===== config.mk =====
export PLATFORM = sky130hd
export DESIGN_NAME = ob_window_unit
export DESIGN_NICKNAME = d
export VERILOG_FILES = /design/src/rtl/ob_window_pkg.sv /design/src/rtl/ob_window_ctrl.sv /design/src/rtl/ob_window_match.sv /design/src/rtl/ob_window_datapath.sv /design/src/rtl/ob_window_unit.sv
export SDC_FILE = /design/constraint.sdc
export NUM_CORES = 2
export LEC_CHECK = 0
export CAP_MARGIN = 20
export CORE_UTILIZATION = 25
export DETAILED_ROUTE_END_ITERATION = 12
export HOLD_SLACK_MARGIN = 0.08
export PLACE_DENSITY_LB_ADDON = 0.08
export SLEW_MARGIN = 10
export SYNTH_ARGS = -nofsm -noshare
export SYNTH_HDL_FRONTEND = slang
export SYNTH_HIERARCHICAL = 1
export SYNTH_SLANG_ARGS = --single-unit
export TNS_END_PERCENT = 50

===== constraint.sdc =====
create_clock -name clk -period 15.03 [get_ports clk]
set_input_delay 3.006 -clock clk [delete_from_list [all_inputs] [get_ports clk]]
set_output_delay 3.006 -clock clk [all_outputs]
set_load 0.01 [all_outputs]

===== src/rtl/ob_window_pkg.sv =====
package ob_window_pkg;
  localparam int NUM_WIN_DEF = 8;
  localparam int WIN_IDX_W   = 3;
  localparam int CFG_AW_DEF  = 12;
  localparam int WIN_BASE    = 'h100;
  localparam int STRIDE_LG   = 5;
  localparam int ADDR_W      = 64;
  localparam int GRAN_LG     = 16;
  localparam int GRAN_W      = ADDR_W - GRAN_LG;
  localparam int HALF_W      = 32;

  typedef enum logic [2:0] {
    FLD_LO_HI   = 3'd0,
    FLD_LO_LO   = 3'd1,
    FLD_HI_HI   = 3'd2,
    FLD_HI_LO   = 3'd3,
    FLD_OFF_HI  = 3'd4,
    FLD_OFF_LO  = 3'd5,
    FLD_SPARE   = 3'd6,
    FLD_ATTR    = 3'd7
  } winField_e;

  typedef struct packed {
    logic       en;
    logic [2:0] xfer;
    logic [1:0] width;
    logic       sup;
    logic       pgm;
    logic [3:0] space;
  } winAttr_t;

  typedef struct packed {
    logic                 wrEn;
    logic [WIN_IDX_W-1:0] wrWin;
    winField_e            wrField;
    logic [HALF_W-1:0]    wrData;
    logic                 capture;
  } winStrobe_t;

  function automatic winAttr_t unpackAttr(input logic [HALF_W-1:0] w);
    winAttr_t a;
    a.en    = w[31];
    a.xfer  = w[10:8];
    a.width = w[7:6];
    a.sup   = w[5];
    a.pgm   = w[4];
    a.space = w[3:0];
    return a;
  endfunction
endpackage


===== src/rtl/ob_window_ctrl.sv =====
module ob_window_ctrl
  import ob_window_pkg::*;
#(
  parameter int NUM_WIN = NUM_WIN_DEF,
  parameter int CFG_AW  = CFG_AW_DEF
) (
  input  logic              cfgWrEn,
  input  logic [CFG_AW-1:0] cfgAddr,
  input  logic [HALF_W-1:0] cfgWrData,
  input  logic              reqValid,
  output winStrobe_t        strb
);
  localparam int SLOT_W = CFG_AW - STRIDE_LG;
  localparam logic [SLOT_W-1:0] BASE_SLOT = SLOT_W'(WIN_BASE >> STRIDE_LG);
  localparam logic [SLOT_W-1:0] SLOT_CNT  = SLOT_W'(NUM_WIN);

  logic [SLOT_W-1:0] slotRel;
  logic              inMap;
  logic              aligned;

  always_comb begin
    slotRel = cfgAddr[CFG_AW-1:STRIDE_LG] - BASE_SLOT;
    inMap   = (cfgAddr[CFG_AW-1:STRIDE_LG] >= BASE_SLOT) && (slotRel < SLOT_CNT);
    aligned = (cfgAddr[1:0] == 2'b00);

    strb.wrEn    = cfgWrEn && inMap && aligned;
    strb.wrWin   = slotRel[WIN_IDX_W-1:0];
    strb.wrField = winField_e'(cfgAddr[4:2]);
    strb.wrData  = cfgWrData;
    strb.capture = reqValid;
  end
endmodule


===== src/rtl/ob_window_match.sv =====
module ob_window_match
  import ob_window_pkg::*;
(
  input  logic              enable,
  input  logic [GRAN_W-1:0] reqGran,
  input  logic [GRAN_W-1:0] loGran,
  input  logic [GRAN_W-1:0] hiGran,
  output logic              hit
);
  logic aboveLo;
  logic belowHi;

  always_comb begin
    aboveLo = (reqGran >= loGran);
    belowHi = (reqGran <= hiGran);
    hit     = enable && aboveLo && belowHi;
  end
endmodule


===== src/rtl/ob_window_datapath.sv =====
module ob_window_datapath
  import ob_window_pkg::*;
#(
  parameter int NUM_WIN = NUM_WIN_DEF
) (
  input  logic                 clk,
  input  logic                 rstN,
  input  winStrobe_t           strb,
  input  logic [ADDR_W-1:0]    reqAddr,
  output logic                 rspValid,
  output logic                 rspHit,
  output logic [WIN_IDX_W-1:0] rspWin,
  output logic [ADDR_W-1:0]    rspAddr,
  output logic [3:0]           rspAddrMode,
  output logic [2:0]           rspXferMode,
  output logic [1:0]           rspWidth,
  output logic                 rspSuper,
  output logic                 rspProgram
);
  logic [GRAN_W-1:0] loGran  [NUM_WIN];
  logic [GRAN_W-1:0] hiGran  [NUM_WIN];
  logic [GRAN_W-1:0] offGran [NUM_WIN];
  winAttr_t          attrQ   [NUM_WIN];
  logic [NUM_WIN-1:0] winHit;

  logic [GRAN_W-1:0] reqGran;
  assign reqGran = reqAddr[ADDR_W-1:GRAN_LG];

  for (genvar w = 0; w < NUM_WIN; w++) begin : g_win
    logic selThis;
    assign selThis = strb.wrEn && (strb.wrWin == WIN_IDX_W'(w));

    always_ff @(posedge clk) begin
      if (!rstN) begin
        loGran[w]  <= '0;
        hiGran[w]  <= '0;
        offGran[w] <= '0;
        attrQ[w]   <= '0;
      end else if (selThis) begin
        case (strb.wrField)
          FLD_LO_HI:  loGran[w][GRAN_W-1:HALF_W-GRAN_LG]  <= strb.wrData;
          FLD_LO_LO:  loGran[w][HALF_W-GRAN_LG-1:0]       <= strb.wrData[HALF_W-1:GRAN_LG];
          FLD_HI_HI:  hiGran[w][GRAN_W-1:HALF_W-GRAN_LG]  <= strb.wrData;
          FLD_HI_LO:  hiGran[w][HALF_W-GRAN_LG-1:0]       <= strb.wrData[HALF_W-1:GRAN_LG];
          FLD_OFF_HI: offGran[w][GRAN_W-1:HALF_W-GRAN_LG] <= strb.wrData;
          FLD_OFF_LO: offGran[w][HALF_W-GRAN_LG-1:0]      <= strb.wrData[HALF_W-1:GRAN_LG];
          FLD_ATTR:   attrQ[w]                            <= unpackAttr(strb.wrData);
          default:    ;
        endcase
      end
    end

    ob_window_match u_match (
      .enable (attrQ[w].en),
      .reqGran(reqGran),
      .loGran (loGran[w]),
      .hiGran (hiGran[w]),
      .hit    (winHit[w])
    );
  end

  logic                 selHit;
  logic [WIN_IDX_W-1:0] selIdx;
  logic [GRAN_W-1:0]    selOff;
  winAttr_t             selAttr;

  always_comb begin
    selHit = 1'b0;
    selIdx = '0;
    for (int w = NUM_WIN - 1; w >= 0; w--) begin
      if (winHit[w]) begin
        selHit = 1'b1;
        selIdx = w[WIN_IDX_W-1:0];
      end
    end
    selOff  = offGran[selIdx];
    selAttr = attrQ[selIdx];
  end

  always_ff @(posedge clk) begin
    if (!rstN) begin
      rspValid    <= 1'b0;
      rspHit      <= 1'b0;
      rspWin      <= '0;
      rspAddr     <= '0;
      rspAddrMode <= '0;
      rspXferMode <= '0;
      rspWidth    <= '0;
      rspSuper    <= 1'b0;
      rspProgram  <= 1'b0;
    end else begin
      rspValid <= strb.capture;
      if (strb.capture) begin
        rspHit <= selHit;
        if (selHit) begin
          rspWin      <= selIdx;
          rspAddr     <= reqAddr + {selOff, {GRAN_LG{1'b0}}};
          rspAddrMode <= selAttr.space;
          rspXferMode <= selAttr.xfer;
          rspWidth    <= selAttr.width;
          rspSuper    <= selAttr.sup;
          rspProgram  <= selAttr.pgm;
        end else begin
          rspWin      <= '0;
          rspAddr     <= '0;
          rspAddrMode <= '0;
          rspXferMode <= '0;
          rspWidth    <= '0;
          rspSuper    <= 1'b0;
          rspProgram  <= 1'b0;
        end
      end
    end
  end
endmodule


===== src/rtl/ob_window_unit.sv =====
module ob_window_unit
  import ob_window_pkg::*;
#(
  parameter int NUM_WIN = NUM_WIN_DEF,
  parameter int CFG_AW  = CFG_AW_DEF
) (
  input  logic                 clk,
  input  logic                 rstN,
  input  logic                 cfgWrEn,
  input  logic [CFG_AW-1:0]    cfgAddr,
  input  logic [HALF_W-1:0]    cfgWrData,
  input  logic                 reqValid,
  input  logic [ADDR_W-1:0]    reqAddr,
  output logic                 rspValid,
  output logic                 rspHit,
  output logic [WIN_IDX_W-1:0] rspWin,
  output logic [ADDR_W-1:0]    rspAddr,
  output logic [3:0]           rspAddrMode,
  output logic [2:0]           rspXferMode,
  output logic [1:0]           rspWidth,
  output logic                 rspSuper,
  output logic                 rspProgram
);
  winStrobe_t strb;

  ob_window_ctrl #(.NUM_WIN(NUM_WIN), .CFG_AW(CFG_AW)) u_ctrl (
    .cfgWrEn  (cfgWrEn),
    .cfgAddr  (cfgAddr),
    .cfgWrData(cfgWrData),
    .reqValid (reqValid),
    .strb     (strb)
  );

  ob_window_datapath #(.NUM_WIN(NUM_WIN)) u_dp (
    .clk        (clk),
    .rstN       (rstN),
    .strb       (strb),
    .reqAddr    (reqAddr),
    .rspValid   (rspValid),
    .rspHit     (rspHit),
    .rspWin     (rspWin),
    .rspAddr    (rspAddr),
    .rspAddrMode(rspAddrMode),
    .rspXferMode(rspXferMode),
    .rspWidth   (rspWidth),
    .rspSuper   (rspSuper),
    .rspProgram (rspProgram)
  );
endmodule


=== Word-level counts from Yosys, hierarchy flattened ===
Memory sizes are Yosys's and may differ from the RTL's.
Cells that the tools add are included.
Widths: inputs -> output; s select.

* Register bits: 80
* Bits in latches: 0
* Bits in writable memories: 1248
* Bits in read-only memories: 0
* Output and inout bits: 80
* Logic and storage cells: 387
* Memories kept: 4

{| class="wikitable"
|+ Memory list
! memory !! words !! bits a word !! rd ports !! clocked after Yosys merged registers in !! write ports !! RTL line !! RTL
|-
| u_dp.hiGran || 8 || 48 || 8 || 0 || 8 || ob_window_datapath.sv:21 || <nowiki>logic [GRAN_W-1:0] hiGran [NUM_WIN];</nowiki>
|-
| u_dp.loGran || 8 || 48 || 8 || 0 || 8 || ob_window_datapath.sv:20 || <nowiki>logic [GRAN_W-1:0] loGran [NUM_WIN];</nowiki>
|-
| u_dp.offGran || 8 || 48 || 1 || 0 || 8 || ob_window_datapath.sv:22 || <nowiki>logic [GRAN_W-1:0] offGran [NUM_WIN];</nowiki>
|-
| u_dp.attrQ || 8 || 12 || 9 || 0 || 8 || ob_window_datapath.sv:23 || <nowiki>winAttr_t attrQ [NUM_WIN];</nowiki>
|}

* $add $sub $neg: 2
* $mul: 0
* Divide/modulo/power cells: 0
* $lt $le $gt $ge: 18
* Equality and inequality tests: 13
* Shifts and indexed selects: 0
* Mux-type cells: 255
* Bitwise operators: 56
* Reductions and logical operators: 30

{| class="wikitable"
|+ Operators by type and width
! kind !! count
|-
| $mux 32 || 24
|-
| $ge 48x48->1 || 8
|-
| $le 48x48->1 || 8
|-
| $mux 16 || 24
|-
| $mux 1 || 186
|-
| $mux 12 || 8
|-
| $add 64x64->64 || 1
|-
| $mux 64 || 1
|-
| $or 1x1->1 || 56
|-
| $mux 3 || 10
|-
| $logic_and 1x1->1 || 27
|-
| $eq 3x3->1 const B || 7
|-
| $eq 3x2->1 const B || 4
|-
| $ge 7x4->1 const B || 1
|-
| $lt 7x4->1 const B || 1
|-
| $sub 7x4->7 const B || 1
|-
| $eq 3x1->1 const B || 2
|-
| $logic_not 3->1 || 2
|-
| $mux 4 || 1
|-
| $logic_not 2->1 || 1
|-
| $mux 2 || 1
|}

=== Depth between registers and ports, before layout ===
An unclocked memory read counts as a cell.

* Depth after elaboration: 15
* Gate-level depth with buffers: 30

=== Cells and area by module ===
The synthesis kept the hierarchy.

{| class="wikitable"
|+ Modules (own cells, without submodules)
! module !! times used !! cells an instance !! area each (µm²)
|-
| ob_window_datapath || 1 || 4568 || 56646.8
|-
| ob_window_match (u_dp.g_win[1].u_match ...) || 7 || 337 || 2433.6
|-
| ob_window_match (u_dp.g_win[0].u_match) || 1 || 339 || 2421.1
|-
| ob_window_ctrl || 1 || 42 || 311.5
|}

=== Least setup slack after synthesis ===
Ideal clock, no wire load.

* Path type: input port to flip-flop
* Start point: in reqAddr[45]
* End point: reg u_dp.rspAddr[62]
* Setup time: 0.079 ns
* Arrival time: 8.731 ns
* Required time: 14.951 ns
* Slack: 6.220 ns
* Cell stages on the path: 29
* Path buffers: 3
* Cell sequence: ha_1 > nand4_2 > nor4_4 > nand4b_1 > nor4_2 > a21oi_1 > a22oi_2 > inv_1 > a21o_1 > a221oi_1 > buf_2 > clkbuf_1 > buf_2 > nand2_1 > nand3_1 > nand3_1 > nand2_1 > ha_1 > inv_1 > fa_1 > nand3b_4 > a211oi_4 > o211ai_2 > a2111oi_4 > o2111ai_2 > a2111oi_2 > nor3_1 > a311o_1 > o211ai_1

{| class="wikitable"
|+ RTL lines
! what !! RTL line !! RTL
|-
| start, declared || ob_window_unit.sv:13 || <nowiki>input logic [ADDR_W-1:0] reqAddr,</nowiki>
|-
| $ge 48x48->1 || ob_window_match.sv:14 || <nowiki>aboveLo = (reqGran >= loGran);</nowiki>
|-
| $logic_and 1x1->1 || ob_window_match.sv:16 || <nowiki>hit = enable && aboveLo && belowHi;</nowiki>
|-
| $logic_and 1x1->1 (*) || ob_window_match.sv:16 ||
|-
| named net u_dp.winHit[6] || ob_window_datapath.sv:24 || <nowiki>logic [NUM_WIN-1:0] winHit;</nowiki>
|-
| $mux 3 (7 in a row) || ob_window_datapath.sv:71 || <nowiki>if (winHit[w]) begin</nowiki>
|-
| $mem_v2 8x48 || -- ||
|-
| $add 64x64->64 || ob_window_datapath.sv:97 || <nowiki>rspAddr <= reqAddr + {selOff, {GRAN_LG{1'b0}}};</nowiki>
|-
| $mux 64 (*) || ob_window_datapath.sv:95 || <nowiki>if (selHit) begin</nowiki>
|-
| end signal, assigned || ob_window_datapath.sv:97 ||
|-
| end, declared || ob_window_datapath.sv:13 || <nowiki>output logic [ADDR_W-1:0] rspAddr,</nowiki>
|}

The timed path passes the listed nets; every way through them passes the cells marked *.
A chain may end at the register's enable or synchronous reset.

=== Worst setup path in the final report ===
* Start point: in reqAddr[16]
* End point: reg u_dp.rspAddr[58]

{| class="wikitable"
|+ RTL lines
! what !! RTL line
|-
| $ge 48x48->1 || ob_window_match.sv:14
|-
| $logic_and 1x1->1 || ob_window_match.sv:16
|-
| $logic_and 1x1->1 (*) || ob_window_match.sv:16
|-
| named net u_dp.winHit[0] || ob_window_datapath.sv:24
|-
| $mux 3 || ob_window_datapath.sv:71
|-
| $mem_v2 8x48 || --
|-
| $add 64x64->64 || ob_window_datapath.sv:97
|-
| $mux 64 (*) || ob_window_datapath.sv:95
|}

Marks and branches as above.

==> out/results.tsv <==
stage	metric	value	unit
final_layout	nFillCells	31300	
place	place_inst	11400	
yosys	ys_top_cells_by_area	edfxtp_1, ha_1, and2_1, inv_1, nand2_1	
routing	drt_wl_total	324000	um
final_layout	fin_cells	11700	
min_path	hold_class	reg2reg	
setup_path	worstSetupPathType	in2reg	
sta	hold_viol	0	
yosys	syn_inst	7308	
yosys	synth_async_sr_flop_share	0	%
pwr	p_leak	0.0369	uW
yosys	syn_nets	8242	
final_layout	seq_area	39100	sq um
global_routing	grt_pass1_wl	447000	um
pwr	p_total	11000	uW
job	maxCapViolations	0	
yosys	postSynthAreaPerCell	10.5	sq um
final_layout	multi_input_area	33000	sq um
clock_network	tritoncts	built	
place	place.gp.congestion	0.831	
yosys	synth_edf_count	1248	
routing	drtIter0Drc	4379	
pwr	seq_power_share	39.5	%
setup_path	end_kind	register	
place	port_buffers	191	
sta	period_needed	11.55	ns
pwr	p_int	7400	uW
clock_network	worst_skew_pair.late_latency	0.87	ns
global_routing	global_route.usage.total	20.7	%
setup_path	cp_max_fo	58	
floorplanning	die_x	555	um
global_routing	grt_pass1_vias	54300	
floorplanning	core-area	304000	sq um
pwr	switching_share	32.6	%
clock_network	cts-htree-levels	4	
sta	setup_viol	0	
setup_path	critical_path_buf_inv_count	4	
yosys	syn_area	76400	sq um
setup_path	crit_top_cell	o21ai_1	
routing	wl_per_cell	27.6	um
sta	finClkSkew	0.0508	ns
pwr	p_comb_share	22.9	%
final_layout	layout.nets	8418	
floorplanning	fp.dieH	555	um
setup_path	critPathMaxStageDelay	1.06	ns
global_routing	grt_max_degree	116	
routing	ant_nets	0	
sta	max_freq	0.0866	GHz
clock_network	cts.sinks	1328	
routing	drc_errors	0	
sta	worst_pin_slew	1.21	ns
sta	finalMaxSlewViolations	0	
yosys	synthTopCellsByCount	and2_1, edfxtp_1, inv_1	
setup_path	r2r_slack	6.58	ns
routing	via_per_inst	4.68	
yosys	synth.most_common_cell	and2_1	
setup_path	required	15.75	ns
yosys	synth_ff_type	edfxtp_1	
place	detailed_place_hpwl	204000	um
clock_network	post_cts_buffers	0	
floorplanning	start_util	25.2	%
yosys	synth_top_area_cell	edfxtp_1	
setup_path	crit_family	compound AO/OA/AOI/OAI gates	
global_routing	antenna_found_initial	67	
pwr	vdd.ir_drop.worst	0.0759	mV
pwr	switchingPower	3580	uW
sta	finalSetupTns	0	ns
sta	period_share	76.8	%
yosys	synth_top_area_share	49.0	%
clock_network	clockBufferDepth	4	
final_layout	final_area	89000	sq um
clock_network	cts_resized	0	
yosys	yosysSeqAreaShare	51.1	%
routing	vias	54800	
floorplanning	num_rows	202	
yosys	ys_types	78	
final_layout	drive_above_1_share	8.63	%
pwr	power_frac_clock	37.6	%
clock_network	cts-root-buf	clkbuf_16	
sta	slew_headroom	18.7	%
clock_network	path_clk_slew	0.06	ns
routing	firstDrtPassIters	5	
yosys	ys_ff_latch	1328	
final_layout	area.growth.synth_to_final	16.5	%
run_status	run_status	completed	
sta	rsz0062_at_grt	false	
place	place_area	83500	sq um
setup_path	worstPathArrival	12.27	ns
pwr	p_per_area	123	nW/um^2
clock_network	cts_hold_buf	0	
yosys	yosys_warnings	6	
floorplanning	dieArea	308000	sq um
setup_path	start_kind	input port	
clock_network	cts_made_buffers	178	
setup_path	cpMaxStageDelayCell	clkdlybuf4s50_1	
global_routing	grt_overflow	0	
floorplanning	io_pins	192	
[path summary, 6_finish.rpt]
path                                     start                             to  cells past startpoint
max                                reqAddr[16]  u_dp/rspAddr[58]$_SDFFE_PN0P_                     27
min              u_dp/rspAddr[25]$_SDFFE_PN0P_  u_dp/rspAddr[25]$_SDFFE_PN0P_                      2
max reg2reg  u_dp/loGran[1][133]$_SDFFCE_PN0P_  u_dp/rspAddr[58]$_SDFFE_PN0P_                     27
min reg2reg      u_dp/rspAddr[25]$_SDFFE_PN0P_  u_dp/rspAddr[25]$_SDFFE_PN0P_                      2
[registers in the layout, indices dropped and copies added, names as in the netlist]
signal            cells
u_dp/rspAddr         64
u_dp/rspSuper         1
u_dp/loGran         384
u_dp/offGran        384
u_dp/rspAddrMode      4
u_dp/rspHit           1
u_dp/attrQ           96
u_dp/rspWin           3
u_dp/rspValid         1
u_dp/rspWidth         2
u_dp/rspXferMode      3
u_dp/hiGran         384
u_dp/rspProgram       1
[logic make-up after synthesis]
family | share of synthesized area (%)
AND/OR/NAND/NOR | 21.4
flip-flops | 51.1
buffers and inverters | 6.29
AO/OA/AOI/OAI | 7.20
adder cells (fa/ha/maj) | 13.5
XOR/XNOR | 0.504
multiplexers | 0.0262
[worst min-delay path, stage by stage, from the launching register on]
cell and delay [ns]:
dfxtp_1 0.32, nand2_1 0.05, o21ai_0 0.05
[placed cells by master (no fill, tap or decap), types with 110 or more instances in the layout]
master / netlist / layout
and2_1: 1285 / 1284
edfxtp_1: 1248 / 1248
inv_1: 828 / 828
ha_1: 821 / 821
nand2_1: 794 / 792
nand3_1: 428 / 427
a21oi_1: 358 / 356
buf_4: 39 / 214
clkbuf_16: 0 / 180
nor2_1: 134 / 115
clkdlybuf4s50_1: 0 / 110
[per-stage QoR]
stage	hold slack, ns	setup WS [ns]	utilization, %
global route	0.493	2.95	29.3
detailed placement	0.446	2.46	27.5
CTS	0.460	3.38	29.3
global placement	0.451	2.32	27.4
floorplan	0.470	6.22	-
finish	0.454	3.48	29.3
[per-layer routing]
metal	routed length [um]	global-route usage, %	up-vias
li1	-	-	25700
met1	147000	27.9	27500
met2	155000	35.5	1341
met3	14900	2.36	306
met4	6980	4.45	0
met5	0	0	-
[power groups by stage]
stage	clock, uW	sequential, uW	combinational (uW)
6_report	4130	4340	2520
5_1_grt	4370	4370	2740
4_1_cts	4250	4350	2560
3_5_place_dp	0	4420	2540
3_3_place_gp	0	4420	2540
2_1_floorplan	0	4420	1360
[area by class of cell]
cell class / instances / area share (%)
antenna: 30 / 0.0843
inverter: 828 / 3.49
multi-input combinational: 4742 / 37.0
clock inverter: 76 / 0.701
tap: 4080 / 5.73
sequential: 1328 / 43.9
timing repair buffer: 406 / 3.74
clock buffer: 231 / 5.35
Power figures use the tool's default switching activity.
